`config.mk`:
```
export PLATFORM = sky130hd
export DESIGN_NAME = i2c_nostretch_dbuf
export DESIGN_NICKNAME = d
export VERILOG_FILES = /design/src/rtl/i2cdb_pkg.sv /design/src/rtl/i2cdb_rst_sync.sv /design/src/rtl/i2cdb_rx_hold.sv /design/src/rtl/i2cdb_tx_hold.sv /design/src/rtl/i2cdb_err_flag.sv /design/src/rtl/i2c_nostretch_dbuf.sv
export SDC_FILE = /design/constraint.sdc
export NUM_CORES = 1
export LEC_CHECK = 0
export BUFFER_PORTS_ARGS = -buffer_cell sky130_fd_sc_hd__buf_2
export CAP_MARGIN = 30
export CORE_ASPECT_RATIO = 0.6
export CORE_MARGIN = 2
export CORE_UTILIZATION = 30
export DETAILED_ROUTE_END_ITERATION = 8
export PLACE_DENSITY = 0.55
export SLEW_MARGIN = 10
export SYNTH_ARGS = -nofsm -noshare
export SYNTH_HDL_FRONTEND = slang
export SYNTH_SLANG_ARGS = --single-unit
```
`constraint.sdc`:
```
create_clock -name clk -period 0.9 [get_ports clk]
set_input_delay 0 -clock clk [delete_from_list [all_inputs] [get_ports clk]]
set_output_delay 0 -clock clk [all_outputs]
set_load 0.03 [all_outputs]
```
`src/rtl/i2cdb_pkg.sv`:
```
package i2cdb_pkg;
  localparam int unsigned DATA_W_DEF = 8;
  localparam int unsigned SYNC_STAGES_DEF = 2;

  typedef struct packed {
    logic ovr;
    logic udr;
  } err_ev_t;
endpackage

```
`src/rtl/i2cdb_rst_sync.sv`:
```
module i2cdb_rst_sync #(
  parameter int unsigned STAGES = 2
) (
  input  logic clk,
  input  logic rst_n,
  output logic srst_n
);
  logic [STAGES-1:0] chain_q;
  logic [STAGES-1:0] chain_d;

  always_comb begin
    chain_d = {chain_q[STAGES-2:0], 1'b1};
  end

  always_ff @(posedge clk or negedge rst_n) begin
    if (!rst_n) chain_q <= '0;
    else        chain_q <= chain_d;
  end

  assign srst_n = chain_q[STAGES-1];
endmodule

```
`src/rtl/i2cdb_rx_hold.sv`:
```
module i2cdb_rx_hold #(
  parameter int unsigned DW = 8
) (
  input  logic          clk,
  input  logic          rst_n,
  input  logic          rx_done,
  input  logic [DW-1:0] rx_byte,
  input  logic          sw_rd,
  output logic [DW-1:0] rdata,
  output logic          full,
  output logic          ovr_hit
);
  logic [DW-1:0] hold_q, hold_d;
  logic          full_q, full_d;
  logic          load_en;

  always_comb begin
    load_en = rx_done && (!full_q || sw_rd);
    ovr_hit = rx_done && full_q && !sw_rd;
    hold_d  = rx_byte;
    if (load_en)    full_d = 1'b1;
    else if (sw_rd) full_d = 1'b0;
    else            full_d = full_q;
  end

  always_ff @(posedge clk or negedge rst_n) begin
    if (!rst_n) begin
      hold_q <= '0;
      full_q <= 1'b0;
    end else begin
      if (load_en) hold_q <= hold_d;
      full_q <= full_d;
    end
  end

  assign rdata = hold_q;
  assign full  = full_q;


  ovr_keeps_old_chk: assert property (@(posedge clk) disable iff (!rst_n)
    ovr_hit |=> full && $stable(rdata));

  rd_clears_full_chk: assert property (@(posedge clk) disable iff (!rst_n)
    (sw_rd && !rx_done) |=> !full);

  rd_and_rx_same_chk: assert property (@(posedge clk) disable iff (!rst_n)
    (sw_rd && rx_done) |=> full && (rdata == $past(rx_byte)));
endmodule

```
`src/rtl/i2cdb_tx_hold.sv`:
```
module i2cdb_tx_hold #(
  parameter int unsigned DW = 8
) (
  input  logic          clk,
  input  logic          rst_n,
  input  logic          dir_tx,
  input  logic          addr_match,
  input  logic          addr_clr,
  input  logic          sw_wr,
  input  logic [DW-1:0] sw_wdata,
  input  logic          tx_req,
  output logic          empty,
  output logic [DW-1:0] tx_byte,
  output logic          udr_hit
);
  logic [DW-1:0] hold_q, hold_d;
  logic [DW-1:0] shift_q;
  logic          empty_q, empty_d;
  logic          apend_q, apend_d;
  logic          wr_ok;

  always_comb begin
    wr_ok   = sw_wr && !apend_q && !addr_match;
    udr_hit = tx_req && empty_q && !wr_ok;
    hold_d  = wr_ok ? sw_wdata : hold_q;
    if (tx_req || (addr_match && dir_tx)) empty_d = 1'b1;
    else if (wr_ok)                       empty_d = 1'b0;
    else                                  empty_d = empty_q;
    if (addr_match)    apend_d = 1'b1;
    else if (addr_clr) apend_d = 1'b0;
    else               apend_d = apend_q;
  end

  always_ff @(posedge clk or negedge rst_n) begin
    if (!rst_n) begin
      hold_q  <= '0;
      shift_q <= '0;
      empty_q <= 1'b1;
      apend_q <= 1'b0;
    end else begin
      if (wr_ok)  hold_q  <= hold_d;
      if (tx_req) shift_q <= hold_d;
      empty_q <= empty_d;
      apend_q <= apend_d;
    end
  end

  assign empty   = empty_q;
  assign tx_byte = shift_q;


  req_sets_empty_chk: assert property (@(posedge clk) disable iff (!rst_n)
    tx_req |=> empty);

  wr_clears_empty_chk: assert property (@(posedge clk) disable iff (!rst_n)
    (sw_wr && !apend_q && !addr_match && !tx_req) |=> !empty);

  wr_ignored_chk: assert property (@(posedge clk) disable iff (!rst_n)
    (sw_wr && apend_q && !tx_req && !addr_match) |=> $stable(empty) && $stable(hold_q));

  udr_resend_chk: assert property (@(posedge clk) disable iff (!rst_n)
    udr_hit |=> $stable(hold_q) && (tx_byte == hold_q));
endmodule

```
`src/rtl/i2cdb_err_flag.sv`:
```
module i2cdb_err_flag
  import i2cdb_pkg::*;
(
  input  logic    clk,
  input  logic    rst_n,
  input  logic    det_en,
  input  err_ev_t ev,
  input  logic    err_clr,
  output logic    err
);
  logic err_q, err_d, hit;

  always_comb begin
    hit = det_en && (ev.ovr || ev.udr);
    if (hit)          err_d = 1'b1;
    else if (err_clr) err_d = 1'b0;
    else              err_d = err_q;
  end

  always_ff @(posedge clk or negedge rst_n) begin
    if (!rst_n) err_q <= 1'b0;
    else        err_q <= err_d;
  end

  assign err = err_q;


  event_wins_chk: assert property (@(posedge clk) disable iff (!rst_n)
    (det_en && (ev.ovr || ev.udr)) |=> err);

  sticky_chk: assert property (@(posedge clk) disable iff (!rst_n)
    (err && !err_clr) |=> err);

  clear_chk: assert property (@(posedge clk) disable iff (!rst_n)
    (err_clr && !(det_en && (ev.ovr || ev.udr))) |=> !err);

  no_detect_chk: assert property (@(posedge clk) disable iff (!rst_n)
    (!det_en && !err) |=> !err);
endmodule

```
`src/rtl/i2c_nostretch_dbuf.sv`:
```
module i2c_nostretch_dbuf
  import i2cdb_pkg::*;
#(
  parameter int unsigned DW          = DATA_W_DEF,
  parameter int unsigned SYNC_STAGES = SYNC_STAGES_DEF
) (
  input  logic          clk,
  input  logic          rst_n,
  input  logic          slave_en,
  input  logic          stretch_off,
  input  logic          dir_tx,
  input  logic          addr_match,
  input  logic          addr_clr,
  input  logic          rx_done,
  input  logic [DW-1:0] rx_byte,
  input  logic          tx_req,
  input  logic          sw_wr,
  input  logic [DW-1:0] sw_wdata,
  input  logic          sw_rd,
  input  logic          err_clr,
  output logic [DW-1:0] sw_rdata,
  output logic          rx_full,
  output logic          tx_empty,
  output logic [DW-1:0] tx_byte,
  output logic          err_flag
);
  logic    srst_n;
  logic    det_en;
  err_ev_t ev;

  assign det_en = slave_en && stretch_off;

  i2cdb_rst_sync #(.STAGES(SYNC_STAGES)) u_rst (
    .clk(clk), .rst_n(rst_n), .srst_n(srst_n)
  );

  i2cdb_rx_hold #(.DW(DW)) u_rx (
    .clk(clk), .rst_n(srst_n), .rx_done(rx_done), .rx_byte(rx_byte),
    .sw_rd(sw_rd), .rdata(sw_rdata), .full(rx_full), .ovr_hit(ev.ovr)
  );

  i2cdb_tx_hold #(.DW(DW)) u_tx (
    .clk(clk), .rst_n(srst_n), .dir_tx(dir_tx), .addr_match(addr_match),
    .addr_clr(addr_clr), .sw_wr(sw_wr), .sw_wdata(sw_wdata), .tx_req(tx_req),
    .empty(tx_empty), .tx_byte(tx_byte), .udr_hit(ev.udr)
  );

  i2cdb_err_flag u_err (
    .clk(clk), .rst_n(srst_n), .det_en(det_en), .ev(ev),
    .err_clr(err_clr), .err(err_flag)
  );


  clr_keeps_flags_chk: assert property (@(posedge clk) disable iff (!srst_n)
    (err_clr && !rx_done && !sw_rd && !tx_req && !sw_wr && !addr_match)
      |=> $stable(rx_full) && $stable(tx_empty));
endmodule

```
# == After elaboration in Yosys (flattened, before gate mapping) ==
# Cells that the tools add are included.
# word_totals
ff_bits,30
input_bits,28
out_inout_bits,19
word_cells,39
# classes
n_mux,9
n_reduce_logical,22
# ops
op,count
$logic_and 1x1->1,10
$mux 1,8
$mux 8,1
$reduce_bool 2->1,4
$logic_not 1->1,5
$logic_or 1x1->1,3

# == Logic depth before layout (Yosys ltp) ==
# Gate-level depths: netlist of run 1.
# depth
ltp_word,8
ltp_mapped,4
depth_no_buf,3

# == Hierarchy ==
# From an unflattened synthesis of run 1, not the netlist that was laid out.
# unflattened
hier_cells,97
hier_area_um2,1173.6
# by_module_without_submodules
module,instances,cells_each,area_each_um2,seq_area_each_um2
i2cdb_tx_hold,1,67,693.2,451.7
i2cdb_rx_hold,1,22,381.6,225.2
i2cdb_rst_sync,1,3,53.8,50.0
i2cdb_err_flag,1,4,38.8,25.0
i2c_nostretch_dbuf,1,1,6.3,0.0

# == Worst setup path before layout of run 1 ==
# OpenSTA, ideal clock, no wires.
# synth_path
kind,reg-to-reg
from,"register u_rx.full_q, in the netlist u_rx.full"
to,"register u_rx.hold_q[0], in the netlist u_rx.rdata[0]"
arrival_time_ns,1.134
required_time_ns,0.775
slack_ns,-0.358
path_stages_with_launch,4
path_buffers,0
period_less_slack_ns,1.258
cell_sequence,dfrtp_1 > nand2b_1 > nand2_2 > mux2_2
# synth_via
elab_chain_cells,3
# synth_rtl
item,line,rtl
start: declaration,i2cdb_rx_hold.sv:14,"logic full_q, full_d;"
start signal: assignment,i2cdb_rx_hold.sv:32,full_q <= full_d;
$logic_not 1->1,i2cdb_rx_hold.sv:18,load_en = rx_done && (!full_q || sw_rd);
$logic_or 1x1->1,i2cdb_rx_hold.sv:18,
$logic_and 1x1->1,i2cdb_rx_hold.sv:18,
end signal: assignment,i2cdb_rx_hold.sv:31,if (load_en) hold_q <= hold_d;
end: declaration,i2cdb_rx_hold.sv:13,"logic [DW-1:0] hold_q, hold_d;"
# No other way between the ends.
# A chain may end at the register's enable or synchronous reset.

# == Final worst setup path of run 1 ==
# layout_path
from,register u_tx.apend_q
to,"register u_tx.shift_q[6], in the netlist u_tx.tx_byte[6]"
# layout_via
elab_chain_cells,4
# layout_rtl
item,line,rtl
start: declaration,i2cdb_tx_hold.sv:19,"logic apend_q, apend_d;"
start signal: assignment,i2cdb_tx_hold.sv:44,apend_q <= apend_d;
$logic_not 1->1,i2cdb_tx_hold.sv:23,wr_ok = sw_wr && !apend_q && !addr_match;
$logic_and 1x1->1 (2 in series),i2cdb_tx_hold.sv:23,
$mux 8,i2cdb_tx_hold.sv:25,hold_d = wr_ok ? sw_wdata : hold_q;
end signal: assignment,i2cdb_tx_hold.sv:42,if (tx_req) shift_q <= hold_d;
end: declaration,i2cdb_tx_hold.sv:17,logic [DW-1:0] shift_q;
# No other way between the ends.

==> results of run 1 <==
-- through the flow --
step                      std cells  total power [W]
after global routing            223          0.00383
after detailed placement        194          0.00245
after global placement          194          0.00244
final                           223          0.00361
after CTS                       221          0.00363
after floorplan                  96          0.00217
-- cell usage in the layout (no fill, tap or decap), drive strengths merged --
master       netlist  routed
nand4              1       1
nor3b              1       1
mux2               8       8
a31oi              8       8
nor2               8       8
o21ai              1       1
o21bai             1       1
dfstp              1       1
clkbuf             1       7
conb               1       1
nand3              1       1
or3b               1       1
dlygate4sd3        0      19
a21oi              1       1
inv                2       2
nand2b             2       2
a21o               1       1
clkinv             0       1
buf                2      56
nand2             25      25
dfrtp             29      29
o22a               1       1
-- Yosys cell counts --
cell type / n / share of area, %
nand4_1: 1 / 0.55
inv_1: 2 / 0.66
nand3_1: 1 / 0.44
buf_2: 1 / 0.44
buf_6: 1 / 0.99
nor2_1: 8 / 2.6
nor3b_4: 1 / 1.7
dfrtp_1: 29 / 64
o22a_1: 1 / 0.77
clkbuf_1: 1 / 0.33
nand2b_1: 2 / 1.1
or3b_1: 1 / 0.77
mux2_2: 8 / 7.9
a31oi_1: 8 / 4.4
a21o_2: 1 / 0.77
o21ai_0: 1 / 0.44
conb_1: 1 / 0.33
o21bai_1: 1 / 0.66
nand2_2: 1 / 0.55
nand2_1: 24 / 7.9
a21oi_1: 1 / 0.44
dfstp_2: 1 / 2.3
-- state kept, by name, indices dropped and copies added (netlist names) --
| name | flops |
|---|---|
| u_rx.rdata | 8 |
| u_tx.empty | 1 |
| u_rx.full | 1 |
| u_rst.chain_q | 2 |
| u_tx.hold_q | 8 |
| u_tx.tx_byte | 8 |
| u_tx.apend_q | 1 |
| u_err.err | 1 |
-- power breakdown --
| part | switching (W) | total, W | internal [W] | leakage, nW |
|---|---|---|---|---|
| logic | 0.000506 | 0.000886 | 0.000381 | 0.540 |
| registers | 0.0000952 | 0.00164 | 0.00155 | 0.355 |
| clock network | 0.000460 | 0.00107 | 0.000615 | 0.0482 |
| total | 0.00106 | 0.00360 | 0.00254 | 0.943 |
-- cells by family after synthesis --
logic type	share of synthesized area [%]
other	0.330
flip-flops	66.2
AO/OA/AOI/OAI	7.49
multiplexers	7.93
AND/OR/NAND/NOR	15.6
buffers and inverters	2.42
-- final cells by class --
| type | instances | share of cell area [%] |
|---|---|---|
| Inverter | 2 | 0.402 |
| Clock buffer | 7 | 4.62 |
| Timing Repair Buffer | 75 | 28.5 |
| Sequential cell | 30 | 40.3 |
| Multi-Input combinational cell | 61 | 22.8 |
| Tap cell | 47 | 3.15 |
| Clock inverter | 1 | 0.268 |
-- routing by layer --
layer / share of wire (%) / vias to the layer above
li1: - / 479
met1: 45 / 461
met2: 52 / 11
met3: 2.2 / 3
met4: 0.73 / 0
met5: 0 / -
-- worst max-delay path: cells and delay by family, from the launching register on --
kind,cells,cell delay [ps]
AND/OR/NAND/NOR,2,560
flip-flops,1,410
AO/OA/AOI/OAI,1,90
-- path summary, 6_finish.rpt --
| path | startpoint | cells past startpoint | slack [ps] | end |
|---|---|---|---|---|
| setup reg to reg | u_tx.apend_q | 3 | -290 | u_tx.tx_byte[6] |
| min in group asynchronous | rst_n | 2 | 40 | u_rst.chain_q[1] |
| hold reg to reg | u_rst.chain_q[1] | 1 | 210 | u_tx.tx_byte[6] |
| max in group asynchronous | u_rst.chain_q[1] | 1 | 460 | u_tx.empty |
| setup / recovery | u_tx.apend_q | 3 | -290 | u_tx.tx_byte[6] |
| hold / removal | rx_done | 2 | 20 | u_rx.full |
-- repair_timing --
action,in CTS,in global routing
hold buffers,19,0
pin swaps,0,3
endpoints found under the setup margin,27,28
resized for setup,5,10
endpoints found under the hold margin,24,0
setup buffers,0,2
==> results by group, run 1 <==
Outcome
  – Status: finished, violations left
  – Failing checks: negative setup slack

Run
  – Max-Cap Viols: 0

Die
  – Initial Utilization: ~31%
  – DIE WIDTH: 83.4 µm
  – Die ar.: 0.00431 mm²
  – I/O pins: 47
  – Core Box Area: 0.00366 mm²
  – Chip height: ~52 µm
  – Num rows: 17

Power
  – Peak VDD IR: about 0.00094 V
  – Pwr per Cell Area: 1930 mW/mm²
  – P_leak: approximately 0.94 nW

Detailed routing
  – First-pass DRT Iterations: 4
  – Final ANT Viol Nets: 0
  – Routed WL: between 2000 and 3000 µm
  – DRT iter0 DRCs: slightly above 50
  – DR WL/cell: around 12 µm
  – DRC violations left: 0
  – Vias/cell: between 4 and 5
  – Vias: ~950

Clock tree
  – CTS sink cnt: 30
  – Clock Tree Buf Depth: 2
  – Clk slew on worst S/H paths: approximately 60 ps
  – H-tree depth: 2
  – Clk_lat worst skew: roughly 270 ps
  – Root Driver: clkbuf_8
  – CTS Buf Count: 5
  – CTS tree: done

STA
  – Crit share post-route: 133%
  – Final hold violation count: 0
  – Fmax achieved: roughly 0.84 GHz
  – Total Neg Setup Slack: -5610 ps
  – Fin worst setup slack: -294 ps
  – RSZ-0062 raised after global routing: yes
  – Endpoints failing setup: 28
  – Tmin final: about 1200 ps
  – Final hold slack: around 23 ps
  – Clock Skew: about 2.1 ps
  – Max Slew Vio Count: 0

Logic synthesis
  – Post-synthesis register bit count: 30
  – Part of the Yosys area used for sequential elements: 66.2%
  – Mapped cell area: approximately 0.0011 mm²
  – Synth warnings: 0
  – Synth Instances: 96
  – Syn Nets: about 120
  – Synth unique cells: 22
  – Synth Area per Inst: between 10 and 15 µm²

Global routing
  – Initial antenna violation count: 0
  – Total grt overflow: 0
  – Busiest grt layer: met2
  – Largest net degree at the start of global routing: 29
  – Total global-route track usage: about an eighth
  – Met1 usage: between 15 and 20%
  – GR Util met2: between 20% and 30%
  – Met3 Usage GRT: 4.44%
  – Number of global-route vias before repair: slightly below 1k
  – First-pass GRT wire length: approximately 4400 µm

Hold path
  – Hold Path Class: primary input to flip-flop

Placement
  – Placed Area: about 0.0015 mm²
  – Pre-CTS setup slack: -361 ps
  – Hpwl dp: around 1800 µm
  – Port Buffers: 46
  – Gp weighted congestion: around 0.64

Layout
  – N_diodes: 0
  – Final nets: 203
  – Area Overhead vs Synth: 64.4%
  – FF/Latch Area: between 700 and 800 µm²
  – Final core utilization: 51.1%
  – Final instance area: around 0.0019 mm²
  – Share of layout cells above drive strength 1: 47.2%
  – Filler instances: about 340
  – Area of the multi-input gates: between 400 and 500 µm²

Critical path
  – Crit. End Element: flip-flop
  – Setup CP Type: flip-flop to flip-flop
  – Cell-by-cell trace of the critical path: or3b_4, nand2_2, a31oi_2
  – Critical path launch point type: flip-flop
  – Max incr delay on CP: 450 ps
  – Critical Path RT: 1050 ps
  – Arr. time, crit path: roughly 1300 ps
  – Slowest-stage cell, CP: or3b_4
  – Crit Path Max Fanout: 8
Power figures use the tool's default switching activity.
==> run 2: changes to the inputs <==
--- a/config.mk
+++ b/config.mk
@@ -7,11 +7,13 @@
 export LEC_CHECK = 0
 export BUFFER_PORTS_ARGS = -buffer_cell sky130_fd_sc_hd__buf_2
 export CAP_MARGIN = 30
+export CELL_PAD_IN_SITES_DETAIL_PLACEMENT = 2
+export CELL_PAD_IN_SITES_GLOBAL_PLACEMENT = 2
 export CORE_ASPECT_RATIO = 0.6
 export CORE_MARGIN = 2
-export CORE_UTILIZATION = 30
+export CORE_UTILIZATION = 25
 export DETAILED_ROUTE_END_ITERATION = 8
-export PLACE_DENSITY = 0.55
+export PLACE_DENSITY_LB_ADDON = 0.12
 export SLEW_MARGIN = 10
 export SYNTH_ARGS = -nofsm -noshare
 export SYNTH_HDL_FRONTEND = slang
==> run 2 against run 1 <==
Compared with the run above: the run still ends with negative setup slack left; sequential share of layout area decreased by 1.3 points; cell area grew 3.2%; combinational power grew 6.8%; utilization decreased by 5.5 points; critical path type unchanged; critical endpoint is now u_err.err; largest cell class unchanged; largest power group unchanged; highest routed layer unchanged.
==> results by group, run 2 (synthesis results as in run 1) <==
Critical path
  – Critical path launch point type: flip-flop
  – Crit Path Max Fanout: 5 (-3)
  – RR Startpoint: u_tx.apend_q
  – Arr. time, crit path: 1430 ps (+90 ps)
  – Cell-by-cell trace of the critical path: buf_6, nor3b_4, buf_6, o22a_1, o21ai_1
  – Slowest-stage cell, CP: dfrtp_1
  – Reg-to-reg critical path endpoint: u_err.err
  – Setup CP Type: flip-flop to flip-flop
  – Crit-path most repeated cell: buf_6
  – Crit path from: u_tx.apend_q
  – Max incr delay on CP: 400 ps (-50 ps)
  – Reg2Reg Setup Slack: -370 ps (-70 ps)
  – Worst setup endpoint: u_err.err
  – R2R cell count: 5 (+2)
  – Crit. End Element: flip-flop
  – Critical Path RT: 1060 ps (about the same)

Outcome
  – Status: finished, violations left
  – Failing checks: negative setup slack

Detailed routing
  – DRT iter0 DRCs: 24 (-53%)
  – Vias/cell: 4.31 (+0.63%)
  – First-pass DRT Iterations: 4 (unchanged)
  – DR WL/cell: 15.6 µm (+35%)
  – Final ANT Viol Nets: 0 (unchanged)
  – Vias: 1016 (+6.5%)
  – Routed WL: 3680 µm (+42%)
  – DRC violations left: 0 (unchanged)

Global routing
  – Initial antenna violation count: 0 (unchanged)
  – First-pass GRT wire length: 6050 µm (+37%)
  – Number of global-route vias before repair: 1145 (+16%)
  – Total grt overflow: 0 (unchanged)
  – Largest net degree at the start of global routing: 26 (-10%)
  – Total global-route track usage: 15.5% (+2.2 points)

STA
  – Final hold slack: 17.7 ps (-5.56 ps)
  – Fin worst setup slack: -365 ps (-71.5 ps)
  – Endpoints failing setup: 28 (unchanged)
  – Tmin final: 1270 ps (+71.5 ps)
  – RSZ-0062 raised after global routing: yes
  – Max Slew Vio Count: 0 (unchanged)
  – Total Neg Setup Slack: -6590 ps (-972 ps)
  – Crit share post-route: 141% (+7.9 points)
  – Final hold violation count: 0 (unchanged)
  – Clock Skew: 1.53 ps (-0.575 ps)
  – Fmax achieved: 0.790 GHz (-5.6%)

Run
  – Max-Cap Viols: 0 (unchanged)

Hold path
  – Hold Path Class: primary input to async pin

Layout
  – Commonest cells after routing, fill and taps aside: buf_2, dfrtp_1, nand2_1, dlygate4sd3_1
  – Non-Filler Instances: 236 (+5.8%)
  – Filler instances: 479 (+43%)
  – N_diodes: 0 (unchanged)
  – Most common cell after layout, fill and taps aside: buf_2
  – Share of layout cells above drive strength 1: 49.4% (+2.3 points)
  – Area Overhead vs Synth: 69.7%
  – Final core utilization: 45.5% (-5.5 points)
  – Final nets: 203 (unchanged)

Clock tree
  – Clk slew on worst S/H paths: 60 ps (about the same)
  – CTS tree: done
  – Root Driver: clkbuf_8
  – Clk_lat worst skew: 280 ps (about the same)
  – CTS sink cnt: 30 (unchanged)
  – Clock Tree Buf Depth: 2 (unchanged)
  – CTS Buf Count: 5 (unchanged)
  – H-tree depth: 2 (unchanged)

Power
  – Peak VDD IR: 0.000968 V (+2.9%)
  – Sw Ratio: 29.5% (+0.069 points)
  – Comb power frac: 24.5% (about the same)
  – P_leak: 0.959 nW (+1.6%)
  – Pwr per Cell Area: 2000 mW/mm² (+3.6%)
  – Sequential Power Share: 42.7% (-2.9 points)
  – Share of total power in the clock network: 32.8% (+3.0 points)
  – Design Power: 0.00385 W (+6.9%)
  – Cell Int Power: 0.00272 W (+6.8%)
  – Net Sw Power: 0.00114 W (+7.2%)

Placement
  – Port Buffers: 46 (unchanged)
  – Inst Count DP: 207 (+6.7%)
  – Gp weighted congestion: 0.692 (+8.9%)
  – Hpwl dp: 2400 µm (+36%)

Die
  – Die ar.: 0.00512 mm² (+19%)
  – DIE WIDTH: 91.0 µm (+9.1%)
  – Initial Utilization: 26.8% (-4.2 points)
  – I/O pins: 47 (unchanged)
  – Chip height: 56.2 µm (+8.8%)
  – Core Box Area: 0.00423 mm² (+16%)
  – Num rows: 18 (+1)
==> run 2: changes by cell type in the layout (fill, tap and decap cells not counted), moves of 2 or more <==
| cell | previous run | this run |
|---|---|---|
| nand2_1 | 22 | 19 |
| buf_6 | 5 | 7 |
| nand2_2 | 2 | 5 |
| clkbuf_8 | 6 | 8 |
| buf_2 | 44 | 42 |
==> run 2: worst min-delay path by stage <==
stage / endpoint / slack (ps) / depth (start not counted)
6_report: u_rst.chain_q[1] / 20 / 2
5_1_grt: u_rst.chain_q[1] / 30 / 2
4_1_cts: u_rst.chain_q[0] / 10 / 2
3_5_place_dp: u_rst.chain_q[0] / -210 / 1
3_3_place_gp: u_rst.chain_q[0] / -220 / 1
2_1_floorplan: u_rst.chain_q[0] / -300 / 0
==> run 2: power groups by stage <==
stage,sequential [W],combinational (W),clock (W)
after floorplan,0.00192,0.000259,0
after global placement,0.00166,0.000791,0
after detailed placement,0.00167,0.000821,0
after CTS,0.00164,0.000904,0.00130
after global routing,0.00168,0.00102,0.00135
final,0.00164,0.000946,0.00126
==> run 2: worst max-delay path: cells and delay by family (launching register included) <==
family	cells	cell delay, ps
and+or+nand+nor	1	240
buffers and inverters	2	300
AOI/OAI and AO/OA	2	210
DFF	1	400
==> run 2: what timing repair did <==
| item | CTS | global route |
|---|---|---|
| hold buffers | 18 | 0 |
| gates resized for setup | 9 | 15 |
| hold endpoints to repair | 24 | 0 |
| gates cloned | 0 | 0 |
| setup buffers | 2 | 2 |
| endpoints found under the setup margin | 27 | 31 |
| pin swaps | 5 | 8 |
==> run 2: stage by stage <==
step / area, µm² / setup WS (ps)
2_1_floorplan: 1180 / -260
3_3_place_gp: 1540 / -336
3_5_place_dp: 1540 / -382
4_1_cts: 1870 / -339
5_1_grt: 1930 / -416
6_report: 1930 / -365
==> run 2: area by class of cell <==
type / count / area (µm²) / share of cell area (%)
Timing Repair Buffer: 75 / 542 / 28.1
Sequential cell: 30 / 753 / 39.1
Tap cell: 60 / 75.1 / 3.89
Clock buffer: 8 / 110 / 5.71
Inverter: 2 / 7.51 / 0.389
Multi-Input combinational cell: 61 / 440 / 22.8
==> run 2: layer usage <==
metal  track usage [%]  vias to the layer above  part of all wire [%]
met5                 0                        -                     0
met4              3.90                        0                  0.60
met3              4.34                        4                   3.7
met2              26.8                       18                    52
met1              19.3                      515                    44
li1                  -                      479                     -
